===== src/rtl/rtt_pkg.sv =====
package rtt_pkg;
  typedef struct packed {
    logic incEvt;
    logic restart;
    logic clrStatus;
    logic wrMode;
    logic wrAlarm;
  } rttStrobe_t;

  localparam logic [1:0] SEL_MODE   = 2'd0;
  localparam logic [1:0] SEL_ALARM  = 2'd1;
  localparam logic [1:0] SEL_VALUE  = 2'd2;
  localparam logic [1:0] SEL_STATUS = 2'd3;
endpackage


===== src/rtl/rtt_ctrl.sv =====
module rtt_ctrl
  import rtt_pkg::*;
#(
  parameter int DIV_W     = 16,
  parameter int RESET_DIV = 32768
) (
  input  logic             clk,
  input  logic             rstN,
  input  logic             slowTick,
  input  logic             wrEn,
  input  logic             rdEn,
  input  logic [3:0]       addr,
  input  logic             restartBit,
  input  logic [DIV_W-1:0] newDiv,
  input  logic [DIV_W-1:0] curDiv,
  output rttStrobe_t       strobe
);
  localparam logic [DIV_W-1:0] RST_LOAD = DIV_W'(RESET_DIV - 1);

  logic [DIV_W-1:0] preCnt;
  logic             aligned;
  logic [1:0]       wordSel;

  // A zero divisor wraps to all ones, i.e. a full 2^DIV_W division.
  function automatic logic [DIV_W-1:0] loadOf(input logic [DIV_W-1:0] d);
    return d - 1'b1;
  endfunction

  assign aligned = (addr[1:0] == 2'b00);
  assign wordSel = addr[3:2];

  always_comb begin
    strobe.wrMode    = wrEn & aligned & (wordSel == SEL_MODE);
    strobe.wrAlarm   = wrEn & aligned & (wordSel == SEL_ALARM);
    strobe.clrStatus = rdEn & aligned & (wordSel == SEL_STATUS);
    strobe.restart   = strobe.wrMode & restartBit;
    strobe.incEvt    = slowTick & (preCnt == '0) & ~strobe.restart;
  end

  always_ff @(posedge clk) begin
    if (!rstN) begin
      preCnt <= RST_LOAD;
    end else if (strobe.restart) begin
      preCnt <= loadOf(newDiv);
    end else if (slowTick) begin
      if (preCnt == '0) preCnt <= loadOf(curDiv);
      else              preCnt <= preCnt - 1'b1;
    end
  end
endmodule


===== src/rtl/rtt_datapath.sv =====
module rtt_datapath
  import rtt_pkg::*;
#(
  parameter int DIV_W     = 16,
  parameter int VAL_W     = 32,
  parameter int DATA_W    = 32,
  parameter int RESET_DIV = 32768
) (
  input  logic              clk,
  input  logic              rstN,
  input  rttStrobe_t        strobe,
  input  logic [DATA_W-1:0] wdata,
  input  logic [3:0]        addr,
  output logic [DATA_W-1:0] rdata,
  output logic              irq,
  output logic [DIV_W-1:0]  curDiv,
  output logic [VAL_W-1:0]  valQ,
  output logic [1:0]        statusQ
);
  localparam int MODE_W   = DIV_W + 2;
  localparam int ALM_IE   = DIV_W;
  localparam int INC_IE   = DIV_W + 1;
  localparam logic [MODE_W-1:0] MODE_RST = MODE_W'(RESET_DIV);

  logic [MODE_W-1:0] modeQ;
  logic [VAL_W-1:0]  alarmQ;
  logic [VAL_W-1:0]  nextVal;
  logic              almHit;

  assign curDiv  = modeQ[DIV_W-1:0];
  assign nextVal = valQ + 1'b1;
  assign almHit  = strobe.incEvt & (alarmQ != '1) & (nextVal == alarmQ + 1'b1);
  assign irq     = (statusQ[1] & modeQ[INC_IE]) | (statusQ[0] & modeQ[ALM_IE]);

  always_ff @(posedge clk) begin
    if (!rstN) begin
      modeQ   <= MODE_RST;
      alarmQ  <= '1;
      valQ    <= '0;
      statusQ <= '0;
    end else begin
      if (strobe.wrMode)  modeQ  <= wdata[MODE_W-1:0];
      if (strobe.wrAlarm) alarmQ <= wdata[VAL_W-1:0];
      if (strobe.restart)     valQ <= '0;
      else if (strobe.incEvt) valQ <= nextVal;
      statusQ <= (strobe.clrStatus ? 2'b00 : statusQ) | {strobe.incEvt, almHit};
    end
  end

  always_comb begin
    rdata = '0;
    if (addr[1:0] == 2'b00) begin
      unique case (addr[3:2])
        SEL_MODE:   rdata = DATA_W'(modeQ);
        SEL_ALARM:  rdata = DATA_W'(alarmQ);
        SEL_VALUE:  rdata = DATA_W'(valQ);
        SEL_STATUS: rdata = DATA_W'(statusQ);
      endcase
    end
  end
endmodule


===== src/rtl/rtt_timer.sv =====
module rtt_timer
  import rtt_pkg::*;
#(
  parameter int DIV_W     = 16,
  parameter int VAL_W     = 32,
  parameter int DATA_W    = 32,
  parameter int RESET_DIV = 32768
) (
  input  logic              clk,
  input  logic              rstN,
  input  logic              slowTick,
  input  logic              wrEn,
  input  logic              rdEn,
  input  logic [3:0]        addr,
  input  logic [DATA_W-1:0] wdata,
  output logic [DATA_W-1:0] rdata,
  output logic              irq
);
  rttStrobe_t       strobe;
  logic [DIV_W-1:0] curDiv;
  logic [VAL_W-1:0] valQ;
  logic [1:0]       statusQ;

  rtt_ctrl #(.DIV_W(DIV_W), .RESET_DIV(RESET_DIV)) u_ctrl (
    .clk(clk), .rstN(rstN), .slowTick(slowTick), .wrEn(wrEn), .rdEn(rdEn),
    .addr(addr), .restartBit(wdata[DIV_W+2]), .newDiv(wdata[DIV_W-1:0]),
    .curDiv(curDiv), .strobe(strobe)
  );

  rtt_datapath #(.DIV_W(DIV_W), .VAL_W(VAL_W), .DATA_W(DATA_W),
                 .RESET_DIV(RESET_DIV)) u_dp (
    .clk(clk), .rstN(rstN), .strobe(strobe), .wdata(wdata), .addr(addr),
    .rdata(rdata), .irq(irq), .curDiv(curDiv), .valQ(valQ), .statusQ(statusQ)
  );
endmodule


===== config.mk =====
export PLATFORM = sky130hd
export DESIGN_NAME = rtt_timer
export DESIGN_NICKNAME = d
export VERILOG_FILES = /design/src/rtl/rtt_pkg.sv /design/src/rtl/rtt_ctrl.sv /design/src/rtl/rtt_datapath.sv /design/src/rtl/rtt_timer.sv
export SDC_FILE = /design/constraint.sdc
export NUM_CORES = 1
export LEC_CHECK = 0
export BUFFER_PORTS_ARGS = -buffer_cell sky130_fd_sc_hd__buf_2
export CAP_MARGIN = 40
export CORE_MARGIN = 2
export CORE_UTILIZATION = 50
export CTS_CLUSTER_SIZE = 16
export DETAILED_ROUTE_END_ITERATION = 12
export GPL_TIMING_DRIVEN = 0
export PLACE_DENSITY = 0.8
export SKIP_LAST_GASP = 1
export SLEW_MARGIN = 20
export SYNTH_ARGS = -nofsm -noshare
export SYNTH_HDL_FRONTEND = slang
export SYNTH_SLANG_ARGS = --single-unit

===== constraint.sdc =====
create_clock -name clk -period 7.4 [get_ports clk]
set_input_delay 0.37 -clock clk [delete_from_list [all_inputs] [get_ports clk]]
set_output_delay 0.37 -clock clk [all_outputs]
set_load 0.02 [all_outputs]

; Word level (Yosys, flattened, before mapping)
; Cells that the tools add are included.
[classes]
n_eq_ne = 5
add_sub_neg = 5
bitwise = 16
reduce_logical = 5
muxes = 6
[ops]
columns = cell, n
row1 = 32-bit case mux with 4 select lines, 1
row2 = "32-bit by 1-bit adder with 32-bit output, second input constant", 2
row3 = 16-bit 2-to-1 mux, 3
row4 = "16-bit by 1-bit subtractor with 16-bit output, second input constant", 3
row5 = 32-bit == test, 1
row6 = 32-bit 2-to-1 mux, 1
row7 = "32-bit != test, second input constant", 1
row8 = 16-bit logical NOT, 1
row9 = 1-bit AND, 12
row10 = "2-bit == test, second input constant", 2
row11 = 2-bit logical NOT, 2
row12 = "2-bit by 1-bit == test with 1-bit output, second input constant", 1
row13 = 2-bit 2-to-1 mux, 1
row14 = 1-bit inverter, 2
row15 = 2-bit OR, 1
row16 = 2-bit nonzero test, 1
row17 = 2-bit OR reduction, 1
row18 = 1-bit OR, 1
[word_totals]
word_cells = 42
output_inout_bits = 33
register_bits = 100
input_bits = 41

; Longest topological paths before layout
[logic_depth]
word_depth = 9
mapped_depth = 13
depth_no_buf = 10

; Hierarchy
; A second synthesis with hierarchy kept.
[hier_totals]
cells_unflattened = 882
hier_area_um2 = 6993.0
[by_module_without_submodules]
columns = module, area_each_um2, cells_per_inst, seq_area_each_um2, n_inst
row1 = rtt_datapath, 5616.6, 692, 1681.6, 1
row2 = rtt_ctrl, 1376.3, 190, 320.3, 1

; Worst setup path after synthesis
; No wires, ideal clock.
[synth_timing]
path_kind = reg-to-reg
startpoint = register u_dp.alarmQ[0]
endpoint = register u_dp.statusQ[0]
t_required_ps = 7341
stages_incl_launch_ff = 11
synth_period_minus_slack_ps = 2599
setup_time_ps = 59
t_arrival_ps = 2540
n_path_buf = 1
slack_ps = 4801
path_cell_list = dfxtp_1 ha_1 buf_1 inv_1 nor4_4 xnor3_1 a41o_1 a221oi_1 nand4_1 nor4_1 a31o_1
[synth_via]
elab_chain_cells = 4
word_cells_on_any_way = 6
cone_classes = add/sub (1) / eq/ne (2) / bitwise (3)
[synth_lines]
columns = item, line_no
row1 = "start, declared", rtt_datapath.sv:26  ; logic [VAL_W-1:0] alarmQ;
row2 = "start signal, assigned", rtt_datapath.sv:43  ; if (strobe.wrAlarm) alarmQ <= wdata[VAL_W-1:0];
row3 = 32-bit by 1-bit adder with 32-bit output or 32-bit != test (tied branches), rtt_datapath.sv:32  ; assign almHit = strobe.incEvt & (alarmQ != '1) & (nextVal == alarmQ + 1'b1);
row4 = 32-bit == test or 1-bit AND (tied branches), rtt_datapath.sv:32
row5 = 1-bit AND *, rtt_datapath.sv:32
row6 = 2-bit OR *, rtt_datapath.sv:46  ; statusQ <= (strobe.clrStatus ? 2'b00 : statusQ) | {strobe.incEvt, almHit};
row7 = "end signal, assigned", rtt_datapath.sv:46
row8 = "end, declared", rtt_datapath.sv:18  ; output logic [1:0] statusQ
; Mark *: on every way between the ends. The rest lies on a longest branch, timed or not.
; A chain may end at the register's enable or synchronous reset.

; Worst setup path after layout
[layout_timing]
startpoint = register u_ctrl.preCnt[13]
endpoint = register u_dp.statusQ[0]
[layout_via]
elab_chain_cells = 6
[layout_lines]
columns = item, line_no
row1 = "start, declared", rtt_ctrl.sv:20  ; logic [DIV_W-1:0] preCnt;
row2 = "start signal, assigned", rtt_ctrl.sv:44  ; preCnt <= loadOf(newDiv);
row3 = "start signal, assigned", rtt_ctrl.sv:46  ; if (preCnt == '0) preCnt <= loadOf(curDiv);
row4 = "start signal, assigned", rtt_ctrl.sv:47  ; else preCnt <= preCnt - 1'b1;
row5 = 16-bit logical NOT, rtt_ctrl.sv:37  ; strobe.incEvt = slowTick & (preCnt == '0) & ~strobe.restart;
row6 = 1-bit AND (2 in a row), rtt_ctrl.sv:37
row7 = 1-bit AND (2 in a row), rtt_datapath.sv:32
row8 = 2-bit OR, rtt_datapath.sv:46
; No other way between the ends.

==> impl_summary.md <==
Synth
The proportion of netlist area held by the largest area contributor is 29.4%. The count of distinct cell types in the synthesized netlist is 67. A synthesized cell averages ~7.4 um^2. The commonest cells after synthesis are 159 x sky130_fd_sc_hd__nand2_1, 102 x sky130_fd_sc_hd__nor2_1, 100 x sky130_fd_sc_hd__dfxtp_1.

After synthesis, the cell types taking the most area are sky130_fd_sc_hd__dfxtp_1 29%, sky130_fd_sc_hd__nand2_1 8.8%, sky130_fd_sc_hd__xnor2_1 7.1%. sky130_fd_sc_hd__dfxtp_1 takes more of the synthesized area than any other cell. The Yosys step of the flow raised 0 warnings. In this run, synthesis inferred 0 flip-flops with an integrated enable. The proportion of register bits with asynchronous set or reset after synthesis is 0%. The sequential fraction of the synthesis area is 29.4%. The count of mapped cells out of synthesis is 924. When the netlist entered floorplanning its net count stood at about 970. The most used flip-flop cell after synthesis is sky130_fd_sc_hd__dfxtp_1. In the post-synthesis netlist, the cell with the most instances is sky130_fd_sc_hd__nand2_1. Counting flops and latches in the post-synthesis netlist gives 100.

The area of the mapped netlist is 0.00682 mm^2.

Layout
0 antenna diodes ended up in the layout. The final-stage net count is approximately 1,100. The area growth from synthesis to layout is 12.7%. The count of placed standard cells in the final layout, fillers left out is ~1,200.

Cells with a size suffix above 1 make up a little under an eighth of the layout.

CTS
The number of hold buffers added after CTS is 0. At the later pin of the worst-skew pair, clock insertion delay measures 0.36 ns. The number of levels the H-tree was split into is 3.

The number of buffers inserted during clock tree synthesis is 9. After clock tree synthesis, the clock-pin slew on the worst setup and hold paths is 0.07 ns. The clock passes through at most 2 buffers. The post-CTS repair timing setup buffer count is 0.

The clock drives 100 sinks. The number of gates resized after CTS was 0. TritonCTS built the clock tree. The root buffer selected by CTS is sky130_fd_sc_hd__clkbuf_16.

Placement
The placed wire-length estimate is between 15,000 and 20,000 um. Including well taps, the total number of placed cells is around 1,200. The count of input and output buffers is 71. The routability-driven placement congestion ratio is 0.972.

Floorplan
The initialized floorplan defines 42 standard-cell rows. The number of top-level pins is 74. The total area inside the core boundary comes to between 0.01 and 0.015 mm^2. The die outline width is approximately 120 um. The die is 121 um tall. The initial core utilization is between 50% and 60%. The die covers between 0.01 and 0.015 mm^2.

Global route
The wire length of the first global-routing pass is around 32,000 um. Entering global routing, the biggest net connects 17 pins. The via count of the first global-routing pass was between 6,000 and 7,000. The total congestion overflow after global routing is 0. The initial antenna violation count came to 0.

The overall global routing resource usage is roughly 28%.

Setup path
The kind of start point of the critical path is a flip-flop. The data required time at the worst endpoint is 7.70 ns. The critical path goes through nor4_1, and4_1, buf_2, buf_4, and3_1, clkbuf_1, o2111ai_1, a2111oi_0, nand4_1, nor4_1, a31o_1. The largest individual stage delay along the critical path comes from the cell sky130_fd_sc_hd__nor4_1. The setup path with the least slack is of type flip-flop to flip-flop. The largest fanout on the critical path is 10. The largest incremental delay on the critical path is 0.56 ns. Counting cells, the worst reg-to-reg path comes to 11. STA classifies the critical path endpoint as a flip-flop. Data on the critical path arrives at its endpoint at roughly 3.8 ns. The cell that appears most often on the critical path is sky130_fd_sc_hd__nor4_1.

Timing
The max-slew violation total from the final report was 0. For the final routed database, the setup TNS stands at 0 ns. The normalized max-slew margin is a little over half. The final period utilization is between 40% and 50%. Setup repair after global routing left no endpoint under its margin. The slew at the pin closest to its max-slew limit is roughly 0.7 ns. The final setup skew is 0.00968 ns.

The clock period minus final worst setup slack is 3.48 ns. The maximum clock rate is around 0.29 GHz. The count of endpoints failing setup in the final report is 0. The hold violation count in the final report was 0.

The worst hold slack is roughly 0.23 ns.

Route
Using the TritonRoute via totals, the vias-per-cell ratio works out to ~5.9. In the final routed layout, each cell accounts on average for 17.2 um. For this block, the via count after detailed routing is 6,960. For this run, design rule violations remaining after detail routing come to 0.

The detail route stage leaves a number of antenna-violating nets equal to 0. The first-pass detailed-route iteration total is 5. The detailed router finished its first iteration with between 500 and 600 violations. The wire length reported by the detailed router is a little over 20,000 um.

Power
The static power due to leakage is between 0.003 and 0.004 uW. The maximum vdd ir drop is between 0.1 and 0.15 mV. The power density over the cells is 161 mW/mm^2.

Min path
The worst hold path stage count is 3. The class of the tightest hold or removal check is input pin to flip-flop.

Run status
The run finished with clean final reports.

Run
The reported max-cap violation count is 0.
critical path: cells and delay by family, from the launching register on:
kind | cells | cell delay (ns)
simple gates | 5 | 1.56
compound gates | 3 | 0.71
flops | 1 | 0.33
buf+inv | 3 | 0.80
metrics by stage:
stage                     utilization [%]  total power (uW)  cell area (um^2)  worst slack [ns]
final                                57.8              1240              7680              3.92
after global routing                 57.8              1280              7680              3.79
after CTS                            57.8              1230              7680              4.11
after detailed placement             55.6               769              7390              4.15
after global placement               55.6               767              7390              4.13
after floorplan                         -               711              6820              4.80
cell families (layout without fill, tap and decap cells):
family                   after synthesis  in the layout  share of synthesized area, %
AND/OR/NAND/NOR                      475            475                          34.4
AO/OA/AOI/OAI                        151            151                          14.1
flip-flops                           100            100                          29.4
XOR/XNOR                              96             96                          13.1
buffers and inverters                 76            163                          4.74
multiplexers                          23             23                          3.76
adder cells (fa/ha/maj)                3              3                         0.551
metal layers:
metal | up-vias | part of all wire, % | GRT usage (%)
li1 | 3403 | - | -
met4 | 0 | 3.9 | 13.1
met5 | - | 0 | 0
met2 | 293 | 46 | 46.0
met1 | 3213 | 42 | 36.2
met3 | 51 | 7.5 | 4.72
sequential cells by signal, summed over array words and instances (netlist names):
name / cells
u_ctrl.preCnt: 16
u_dp.alarmQ: 32
u_dp.modeQ: 18
u_dp.statusQ: 2
u_dp.valQ: 32
cells in the final DEF, fill, tap and decap left out, types with 6 or more instances in the layout:
| cell | count |
|---|---|
| sky130_fd_sc_hd__nand2_1 | 159 |
| sky130_fd_sc_hd__nor2_1 | 102 |
| sky130_fd_sc_hd__dfxtp_1 | 100 |
| sky130_fd_sc_hd__buf_2 | 81 |
| sky130_fd_sc_hd__xnor2_1 | 55 |
| sky130_fd_sc_hd__nand3_1 | 55 |
| sky130_fd_sc_hd__clkbuf_1 | 51 |
| sky130_fd_sc_hd__a21oi_1 | 48 |
| sky130_fd_sc_hd__xor2_1 | 37 |
| sky130_fd_sc_hd__o21ai_0 | 31 |
| sky130_fd_sc_hd__nand4_1 | 22 |
| sky130_fd_sc_hd__a21boi_0 | 20 |
| sky130_fd_sc_hd__nor3_1 | 20 |
| sky130_fd_sc_hd__mux2i_1 | 20 |
| sky130_fd_sc_hd__nor4_1 | 19 |
| sky130_fd_sc_hd__and3_1 | 17 |
| sky130_fd_sc_hd__a22oi_1 | 14 |
| sky130_fd_sc_hd__or3_1 | 14 |
| sky130_fd_sc_hd__and4_1 | 13 |
| sky130_fd_sc_hd__and2_1 | 12 |
| sky130_fd_sc_hd__nand2b_1 | 10 |
| sky130_fd_sc_hd__clkbuf_16 | 9 |
| sky130_fd_sc_hd__inv_1 | 8 |
| sky130_fd_sc_hd__a211o_1 | 6 |
| sky130_fd_sc_hd__nor3b_1 | 6 |
where the power goes:
| part | internal (uW) | total [uW] | leakage [uW] | switching [uW] |
|---|---|---|---|---|
| sequential | 545 | 555 | 0.000810 | 9.48 |
| combinational | 85.1 | 206 | 0.00210 | 121 |
| clock | 264 | 474 | 0.000140 | 211 |
| total | 894 | 1240 | 0.00305 | 341 |
worst paths after layout:
| path | start | end | slack, ns |
|---|---|---|---|
| hold reg to reg | u_ctrl.preCnt[13] | u_ctrl.preCnt[13] | 0.49 |
| setup reg to reg | u_ctrl.preCnt[13] | u_dp.statusQ[0] | 3.92 |
| setup / recovery | u_ctrl.preCnt[13] | u_dp.statusQ[0] | 3.92 |
| hold / removal | wdata[28] | u_dp.alarmQ[28] | 0.23 |
final cells by class:
cell class              count  area (um^2)
flip-flops and latches    100         2000
plain buffers              68          293
inverters                   8         30.0
clock buffers              11          233
multi-input cells         748         4490
well taps                 176          220
fillers                  1291         5610
clock inverters             5         60.1
repair buffers             71          355
Note: power is estimated with default switching activity, not from simulation.
